<file path="config.mk">
export PLATFORM = sky130hd
export DESIGN_NAME = irq_accept_ctrl
export DESIGN_NICKNAME = d
export VERILOG_FILES = /design/src/rtl/irq_ctl_pkg.sv /design/src/rtl/irq_enable_pair.sv /design/src/rtl/irq_nmi_edge.sv /design/src/rtl/irq_arbiter.sv /design/src/rtl/irq_accept_ctrl.sv
export SDC_FILE = /design/constraint.sdc
export NUM_CORES = 1
export LEC_CHECK = 0
export BUFFER_PORTS_ARGS = -buffer_cell sky130_fd_sc_hd__clkbuf_2
export CORE_ASPECT_RATIO = 0.5
export CORE_MARGIN = 2
export CORE_UTILIZATION = 25
export DETAILED_ROUTE_END_ITERATION = 7
export GPL_TIMING_DRIVEN = 0
export PLACE_DENSITY_LB_ADDON = 0.1
export SLEW_MARGIN = 30
export SYNTH_ARGS = -nofsm -noshare
export SYNTH_HDL_FRONTEND = slang
export SYNTH_SLANG_ARGS = --single-unit
</file>
<file path="constraint.sdc">
create_clock -name clk -period 1.8 [get_ports clk]
set_input_delay 0.18 -clock clk [delete_from_list [all_inputs] [get_ports clk]]
set_output_delay 0.18 -clock clk [all_outputs]
set_load 0.005 [all_outputs]
</file>
<file path="src/rtl/irq_ctl_pkg.sv">
package irq_ctl_pkg;

    localparam int ADDR_W = 16;
    localparam int DATA_W = 8;

    localparam logic [ADDR_W-1:0] NMI_TARGET   = 16'h0066;
    localparam logic [ADDR_W-1:0] FIXED_TARGET = 16'h0038;

    typedef enum logic [1:0] {
        IM_BUS   = 2'd0,
        IM_FIXED = 2'd1,
        IM_TABLE = 2'd2
    } irq_mode_e;

    typedef struct packed {
        logic                 nmi;
        irq_mode_e            mode;
        logic [ADDR_W-1:0]    addr;
        logic [DATA_W-1:0]    data;
    } ack_info_t;

    function automatic logic [ADDR_W-1:0] table_addr(
        input logic [ADDR_W-DATA_W-1:0] page,
        input logic [DATA_W-1:0]        low
    );
        return {page, low[DATA_W-1:1], 1'b0};
    endfunction

endpackage

</file>
<file path="src/rtl/irq_enable_pair.sv">
module irq_enable_pair (
    input  logic clk,
    input  logic rst,
    input  logic di_stb,
    input  logic ei_stb,
    input  logic retn_stb,
    input  logic take_nmi,
    input  logic take_int,
    output logic iff1,
    output logic iff2
);

    always_ff @(posedge clk) begin
        if (rst) begin
            iff1 <= 1'b0;
            iff2 <= 1'b0;
        end else if (take_nmi) begin
            iff1 <= 1'b0;
        end else if (take_int) begin
            iff1 <= 1'b0;
            iff2 <= 1'b0;
        end else if (di_stb) begin
            iff1 <= 1'b0;
            iff2 <= 1'b0;
        end else if (ei_stb) begin
            iff1 <= 1'b1;
            iff2 <= 1'b1;
        end else if (retn_stb) begin
            iff1 <= iff2;
        end
    end

    assert_disable_clears_R1: assert property (@(posedge clk) disable iff (rst)
        (di_stb && !take_nmi && !take_int) |=> (!iff1 && !iff2));

    assert_enable_sets_R2: assert property (@(posedge clk) disable iff (rst)
        (ei_stb && !di_stb && !take_nmi && !take_int) |=> (iff1 && iff2));

    assert_nmi_keeps_saved_R3: assert property (@(posedge clk) disable iff (rst)
        take_nmi |=> (!iff1 && iff2 == $past(iff2)));

    assert_retn_restores_R4: assert property (@(posedge clk) disable iff (rst)
        (retn_stb && !ei_stb && !di_stb && !take_nmi && !take_int) |=> (iff1 == $past(iff2)));

endmodule

</file>
<file path="src/rtl/irq_nmi_edge.sv">
module irq_nmi_edge (
    input  logic clk,
    input  logic rst,
    input  logic nmi_in,
    input  logic take,
    output logic pending
);

    logic nmi_q;

    always_ff @(posedge clk) begin
        if (rst) begin
            nmi_q   <= 1'b0;
            pending <= 1'b0;
        end else begin
            nmi_q   <= nmi_in;
            pending <= (pending && !take) || (nmi_in && !nmi_q);
        end
    end

    assert_pending_needs_edge_R6: assert property (@(posedge clk) disable iff (rst)
        (!pending || take) |=> (!pending || $past(nmi_in)));

endmodule

</file>
<file path="src/rtl/irq_arbiter.sv">
module irq_arbiter
    import irq_ctl_pkg::*;
#(
    parameter logic [ADDR_W-1:0] NMI_ADDR   = NMI_TARGET,
    parameter logic [ADDR_W-1:0] FIXED_ADDR = FIXED_TARGET
) (
    input  logic                     clk,
    input  logic                     rst,
    input  logic                     boundary,
    input  logic                     ei_stb,
    input  logic                     int_req,
    input  logic                     iff1,
    input  logic                     nmi_pend,
    input  irq_mode_e                mode,
    input  logic [ADDR_W-DATA_W-1:0] vec_page,
    input  logic [DATA_W-1:0]        bus_data,
    output logic                     take_nmi,
    output logic                     take_int,
    output logic                     ack,
    output ack_info_t                info
);

    logic ei_shadow;

    always_comb begin
        take_nmi = boundary && nmi_pend;
        take_int = boundary && !nmi_pend && int_req && iff1 && !ei_shadow;
    end

    always_ff @(posedge clk) begin
        if (rst) begin
            ei_shadow <= 1'b0;
        end else if (ei_stb) begin
            ei_shadow <= 1'b1;
        end else if (boundary) begin
            ei_shadow <= 1'b0;
        end
    end

    always_ff @(posedge clk) begin
        if (rst) begin
            ack  <= 1'b0;
            info <= '{nmi: 1'b0, mode: IM_BUS, addr: '0, data: '0};
        end else if (take_nmi) begin
            ack       <= 1'b1;
            info.nmi  <= 1'b1;
            info.addr <= NMI_ADDR;
            info.data <= '0;
        end else if (take_int) begin
            ack       <= 1'b1;
            info.nmi  <= 1'b0;
            info.mode <= mode;
            info.data <= bus_data;
            case (mode)
                IM_FIXED: info.addr <= FIXED_ADDR;
                IM_TABLE: info.addr <= table_addr(vec_page, bus_data);
                default:  info.addr <= '0;
            endcase
        end else begin
            ack <= 1'b0;
        end
    end

    assert_maskable_needs_enable_R8: assert property (@(posedge clk) disable iff (rst)
        (ack && !info.nmi) |-> $past(iff1));

    assert_ei_shadow_R9: assert property (@(posedge clk) disable iff (rst)
        ($past(ei_stb) && boundary) |=> !(ack && !info.nmi));

endmodule

</file>
<file path="src/rtl/irq_accept_ctrl.sv">
module irq_accept_ctrl
    import irq_ctl_pkg::*;
#(
    parameter logic [ADDR_W-1:0] NMI_ADDR   = NMI_TARGET,
    parameter logic [ADDR_W-1:0] FIXED_ADDR = FIXED_TARGET
) (
    input  logic                     clk,
    input  logic                     rst,
    input  logic                     di_stb,
    input  logic                     ei_stb,
    input  logic                     retn_stb,
    input  logic                     ldsp_stb,
    input  logic                     mode_wr,
    input  logic [1:0]               mode_sel,
    input  logic                     boundary,
    input  logic                     int_req,
    input  logic                     nmi_in,
    input  logic [DATA_W-1:0]        bus_data,
    input  logic [ADDR_W-DATA_W-1:0] vec_page,
    output logic                     ack,
    output logic                     ack_nmi,
    output logic [1:0]               ack_mode,
    output logic [ADDR_W-1:0]        rst_addr,
    output logic [DATA_W-1:0]        ack_opcode,
    output logic                     iff1,
    output logic                     iff2,
    output logic                     pv_valid,
    output logic                     pv_flag
);

    irq_mode_e mode_q;
    logic      nmi_pend;
    logic      take_nmi;
    logic      take_int;
    ack_info_t info;

    always_ff @(posedge clk) begin
        if (rst) begin
            mode_q <= IM_BUS;
        end else if (mode_wr && mode_sel != 2'd3) begin
            mode_q <= irq_mode_e'(mode_sel);
        end
    end

    irq_nmi_edge u_nmi (
        .clk     (clk),
        .rst     (rst),
        .nmi_in  (nmi_in),
        .take    (take_nmi),
        .pending (nmi_pend)
    );

    irq_arbiter #(
        .NMI_ADDR   (NMI_ADDR),
        .FIXED_ADDR (FIXED_ADDR)
    ) u_arb (
        .clk      (clk),
        .rst      (rst),
        .boundary (boundary),
        .ei_stb   (ei_stb),
        .int_req  (int_req),
        .iff1     (iff1),
        .nmi_pend (nmi_pend),
        .mode     (mode_q),
        .vec_page (vec_page),
        .bus_data (bus_data),
        .take_nmi (take_nmi),
        .take_int (take_int),
        .ack      (ack),
        .info     (info)
    );

    irq_enable_pair u_iff (
        .clk      (clk),
        .rst      (rst),
        .di_stb   (di_stb),
        .ei_stb   (ei_stb),
        .retn_stb (retn_stb),
        .take_nmi (take_nmi),
        .take_int (take_int),
        .iff1     (iff1),
        .iff2     (iff2)
    );

    always_comb begin
        ack_nmi    = info.nmi;
        ack_mode   = info.mode;
        rst_addr   = info.addr;
        ack_opcode = info.data;
        pv_valid   = ldsp_stb;
        pv_flag    = ldsp_stb && iff2;
    end

    assert_ack_after_boundary_R14: assert property (@(posedge clk) disable iff (rst)
        ack |-> $past(boundary));

    assert_nmi_target_R3: assert property (@(posedge clk) disable iff (rst)
        (ack && ack_nmi) |-> (rst_addr == NMI_ADDR));

endmodule

</file>
Word level (Yosys, flattened, before mapping)
Cells that the tools add are included.

word-level totals
  register bits after elaboration = 35
  bits of input ports = 28
  output and inout port bits = 32
  word-level logic and storage cells = 51

cells by class
  equal/unequal tests = 3
  muxes and demuxes = 13
  bitwise logic cells = 1
  reductions and logical operators = 22

operator list
  cell                  count
  $pmux W16 S2          1
  $mux W27              1
  $mux W15              1
  $mux W1               10
  $logic_and A1 B1 Y1   9
  $reduce_bool A2 Y1    3
  $logic_not A1 Y1      4
  $reduce_and A2 Y1     2
  $reduce_or A4 Y1      1
  $reduce_bool A3 Y1    1
  $eq A2 B1 Y1 const B  1
  $eq A2 B2 Y1 const B  1
  $ne A2 B2 Y1 const B  1
  $reduce_or A2 Y1      1
  $logic_or A1 B1 Y1    1
  $not A1 Y1            1

Longest topological paths before layout
  depth in word-level cells = 7
  depth in mapped cells = 5
  gate-level depth less buffers = 5

Hierarchy
From an unflattened synthesis, not the netlist that was laid out.

unflattened totals
  cells, all modules = 167
  area, all modules = 1438.9 um2

by module, submodules not included
  module           times used  cells each  area each (um2)  sequential area each (um2)
  irq_arbiter      1           142         1169.9           560.5
  irq_accept_ctrl  1           10          103.8            40.0
  irq_enable_pair  1           9           90.1             40.0
  irq_nmi_edge     1           6           75.1             40.0

Least setup slack after synthesis
OpenSTA, ideal clock, no wires.

  path type = reg-to-reg
  start point = reg mode_q[0]
  end point = reg, netlist name u_arb.info[11]
  library setup time = 0.070 ns
  arrival time = 1.319 ns
  data required time = 1.730 ns
  path slack = 0.412 ns
  stages on the path, launching flop included = 5
  buffers on the path = 0
  period minus slack after synthesis = 1.388 ns
  cells stage by stage = dfxtp_1 inv_1 ha_1 or4_1 a21oi_1

on the way
  cells in the longest elaborated chain, start to end = 2
  elaborated cells between the ends (all ways) = 3
  those cells by class = eq/ne (2); mux (1)

RTL lines
  what                                                 RTL line               RTL
  from (decl)                                          irq_accept_ctrl.sv:31  irq_mode_e mode_q;
  from (signal assigned)                               irq_accept_ctrl.sv:41  mode_q <= irq_mode_e'(mode_sel);
  $eq A2 B2 Y1 / $eq A2 B1 Y1 (equally long branches)  irq_arbiter.sv:54      case (mode)
  $pmux W16 S2 *                                       irq_arbiter.sv:54

Every way passes the cells marked *; elsewhere a longest branch is shown, timed or not.
A chain may end at the register's enable or synchronous reset.

Worst setup path in the final report
  start point = reg mode_q[0]
  end point = reg, netlist name u_arb.info[11]

on the way
  cells in the longest elaborated chain, start to end = 2
  elaborated cells between the ends (all ways) = 3
  those cells by class = eq/ne (2); mux (1)

RTL lines
  what                                                 RTL line
  $eq A2 B2 Y1 / $eq A2 B1 Y1 (equally long branches)  irq_arbiter.sv:54
  $pmux W16 S2 *                                       irq_arbiter.sv:54

Marks and branches as above.

==> out/results.ini <==
[synth]
synth_area_sq_um = 1400
synth_warnings = 0
avgSynthCellArea_sq_um = 8.59
syn_inst = 163
synthDistinctLibCells = 26
ys_ff_latch = 34
ys_seq_area_share_pct = 48.6
syn_nets = 193

[setup_path]
worst-path-max-fanout = 4
r2r-end = u_arb.info[11]$_SDFFE_PP0P_
crit_required_ns = 2.02
path_cells = inv_1 -> ha_1 -> or4_1 -> a21oi_1
crit_path_end_kind = register
critPathTopFamily = simple AND/OR/NAND/NOR gates
arrival_ns = 1.72
critPathSlowestCell = or4_1
worstSetupPathType = register to register
path_buf_inv = 1
worstRegToRegCells = 4
r2r-start = mode_q[0]$_SDFFE_PP0P_
rrSetupSlack_ns = 0.30
cp-start-kind = register
max_stage_delay_ns = 0.53

[drt]
antenna_left = 0
drt_pass1_iterations = 4
drc = 0
wl_per_cell_microns = 13.6
drt-total-wl_mm = 4.11
drt_iter0_markers = 70
via_per_inst = 4.74
num_vias = 1430

[sta]
min_period_ns = 1.50
max_freq_mhz = 667
hold_viol_final = 0
min_period_over_period_pct = 83.3
finClkSkew_ns = 0.00303
finalSetupTns_ns = 0
worst_pin_slew_ns = 0.522
maxSlewViolCount = 0
grt_setup_unrepaired = no
finalSetupViolCount = 0
relSlewSlack_pct = 65.2

[floorplan]
die_h_microns = 56.9
die_x_microns = 110
start_util_pct = 25.7
design.core.area_sq_um = 5440
dieArea_sq_um = 6250
io_pins = 60
core.rowCount = 19

[cells_and_area]
drive_above_1_share_pct = 33.2
seq_area_sq_um = 681
final_nets = 258
synthToLayoutAreaGrowth_pct = 35.1
final_cells = 302
num-fill-cells = 590
multi_input_comb_area_sq_um = 627
n_antenna_cell = 0

[clocking]
cts_num_sinks = 34
postCtsSetupBuffers = 0
cts_hold_buf = 0
htree_levels = 2
ctsResizeCount = 0
clkTransAtPathRegs_ns = 0.07
root_buffer = clkbuf_8
cts_buffers = 5
clockBufferDepth = 2
clock_latency_ns = 0.28
cts_tree = done

[place]
numPlacedInstances = 294
place_congestion = 0.684
place.detailed.hpwl_mm = 3.01
portBuffers = 58

[worst_hold_path]
holdPathStages = 3
hold_end = u_arb.info[0]$_SDFFE_PP0P_
min_from = bus_data[0]
worstHoldPathType = input pin to register

[pwr]
p_seq_share_pct = 48.5
peakVddDrop_mv = 0.270
p_leak_uw = 0.000801
p_clk_share_pct = 41.1
internal-power_uw = 1220
p_comb_share_pct = 10.5
p_switching_uw = 391
powerDensity_nw_per_um2 = 854
swShare_pct = 24.2

[global_routing]
grtUsageTotal_pct = 13.6
antenna_found_initial = 0
gr-total-overflow = 0
grt_pass1_wl_mm = 6.47
grt_max_degree = 11
grt_pass1_vias = 1327

[status]
status = complete, no violations

[job]
cap_violations = 0

-- layout make-up --
cell class,instances,area share [%]
multi-input cells,109,33.1
well taps,73,4.83
inverters,4,0.794
clock buffers,8,5.82
flip-flops and latches,34,36.0
repair buffers,58,15.3
plain buffers,16,4.10
-- layout by cell type, fill, tap and decap left out --
cell type,synthesis,final
a211oi_1,3,3
a21o_1,1,1
a21oi_1,29,29
a22oi_1,1,1
a31oi_1,3,3
and2_1,1,1
and3b_1,1,1
buf_2,5,5
buf_4,3,3
clkbuf_1,8,8
clkbuf_2,0,58
clkbuf_8,0,8
conb_1,1,1
dfxtp_1,34,34
ha_1,2,2
inv_1,4,4
nand2_1,2,2
nand2b_1,1,1
nand3_1,10,10
nand3b_4,1,1
nand4_1,12,12
nor2_1,4,4
nor2b_1,5,5
nor3_1,3,3
o211a_1,1,1
o21ai_0,25,25
or2b_4,1,1
or4_1,2,2
-- worst min-delay path, stage by stage --
cell	delay (ns)
clkbuf_2	0.08
nand3_1	0.06
a21oi_1	0.05
-- flip-flops by register name, summed over array words and instances, names as in the netlist --
name             flops
u_arb.info          26
mode_q               2
u_arb.ack            1
u_arb.ei_shadow      1
u_iff.iff1           1
u_iff.iff2           1
u_nmi.nmi_q          1
u_nmi.pending        1
-- worst max-delay path by stage --
stage / endpoint / cells past startpoint / slack (ns) / from
floorplan: u_arb.info[11]$_SDFFE_PP0P_ / 4 / 0.41 / mode_q[0]$_SDFFE_PP0P_
global placement: u_arb.info[11]$_SDFFE_PP0P_ / 4 / 0.31 / mode_q[0]$_SDFFE_PP0P_
detailed placement: u_arb.info[10]$_SDFFE_PP0P_ / 4 / 0.30 / mode_q[1]$_SDFFE_PP0P_
CTS: u_arb.info[11]$_SDFFE_PP0P_ / 4 / 0.30 / mode_q[0]$_SDFFE_PP0P_
global route: u_arb.info[10]$_SDFFE_PP0P_ / 4 / 0.16 / mode_q[1]$_SDFFE_PP0P_
finish: u_arb.info[11]$_SDFFE_PP0P_ / 4 / 0.30 / mode_q[0]$_SDFFE_PP0P_
-- power groups by stage --
stage,registers (uW),clock network (uW),logic [uW]
floorplan,799,0,86.5
global placement,800,0,169
detailed placement,800,0,170
CTS,783,677,170
global route,785,719,190
finish,783,663,169
-- cells in the mapped netlist (all sizes together) --
master,number,area share (%)
nand4,12,5.4
a31oi,3,1.3
a21oi,29,10
nor2,4,1.1
and2,1,0.45
nor2b,5,2.2
a21o,1,0.54
and3b,1,0.63
ha,2,1.8
clkbuf,8,2.1
inv,4,1.1
nand3,10,3.6
a211oi,3,1.6
o21ai,25,8.9
nand2b,1,0.45
buf,8,3.4
a22oi,1,0.54
or2b,1,0.80
dfxtp,34,49
nand2,2,0.54
nand3b,1,1.4
or4,2,1.1
conb,1,0.27
o211a,1,0.71
nor3,3,1.1
-- kinds of logic (layout without fill, tap and decap cells) --
logic type                 count (synthesis)  count (layout)  share of synthesized area (%)
and+or+nand+nor                           43              43                           18.7
adders and majority gates                  2               2                           1.79
AOI/OAI and AO/OA                         63              63                           24.0
buffers and inverters                     20              86                           6.61
other                                      1               1                          0.268
DFF                                       34              34                           48.6
-- through the flow --
stage               cell area (sq um)  util, %  hold slack (ns)  total power, uW  setup WS, ns
floorplan                        1400        -            0.252              885         0.412
global placement                 1780     32.7            0.415              969         0.307
detailed placement               1780     32.7            0.426              970         0.302
CTS                              1890     34.8            0.132             1630         0.298
global route                     1890     34.8            0.138             1690         0.162
finish                           1890     34.8            0.133             1620         0.301
-- per-layer routing --
metal / up-vias / GRT usage, % / share of wire, %
met1: 659 / 19.6 / 50
met3: 0 / 4.18 / 7.2
met2: 49 / 19.8 / 43
met5: - / 0 / 0
li1: 722 / - / -
met4: 0 / 3.25 / 0
Power figures use the tool's default switching activity.
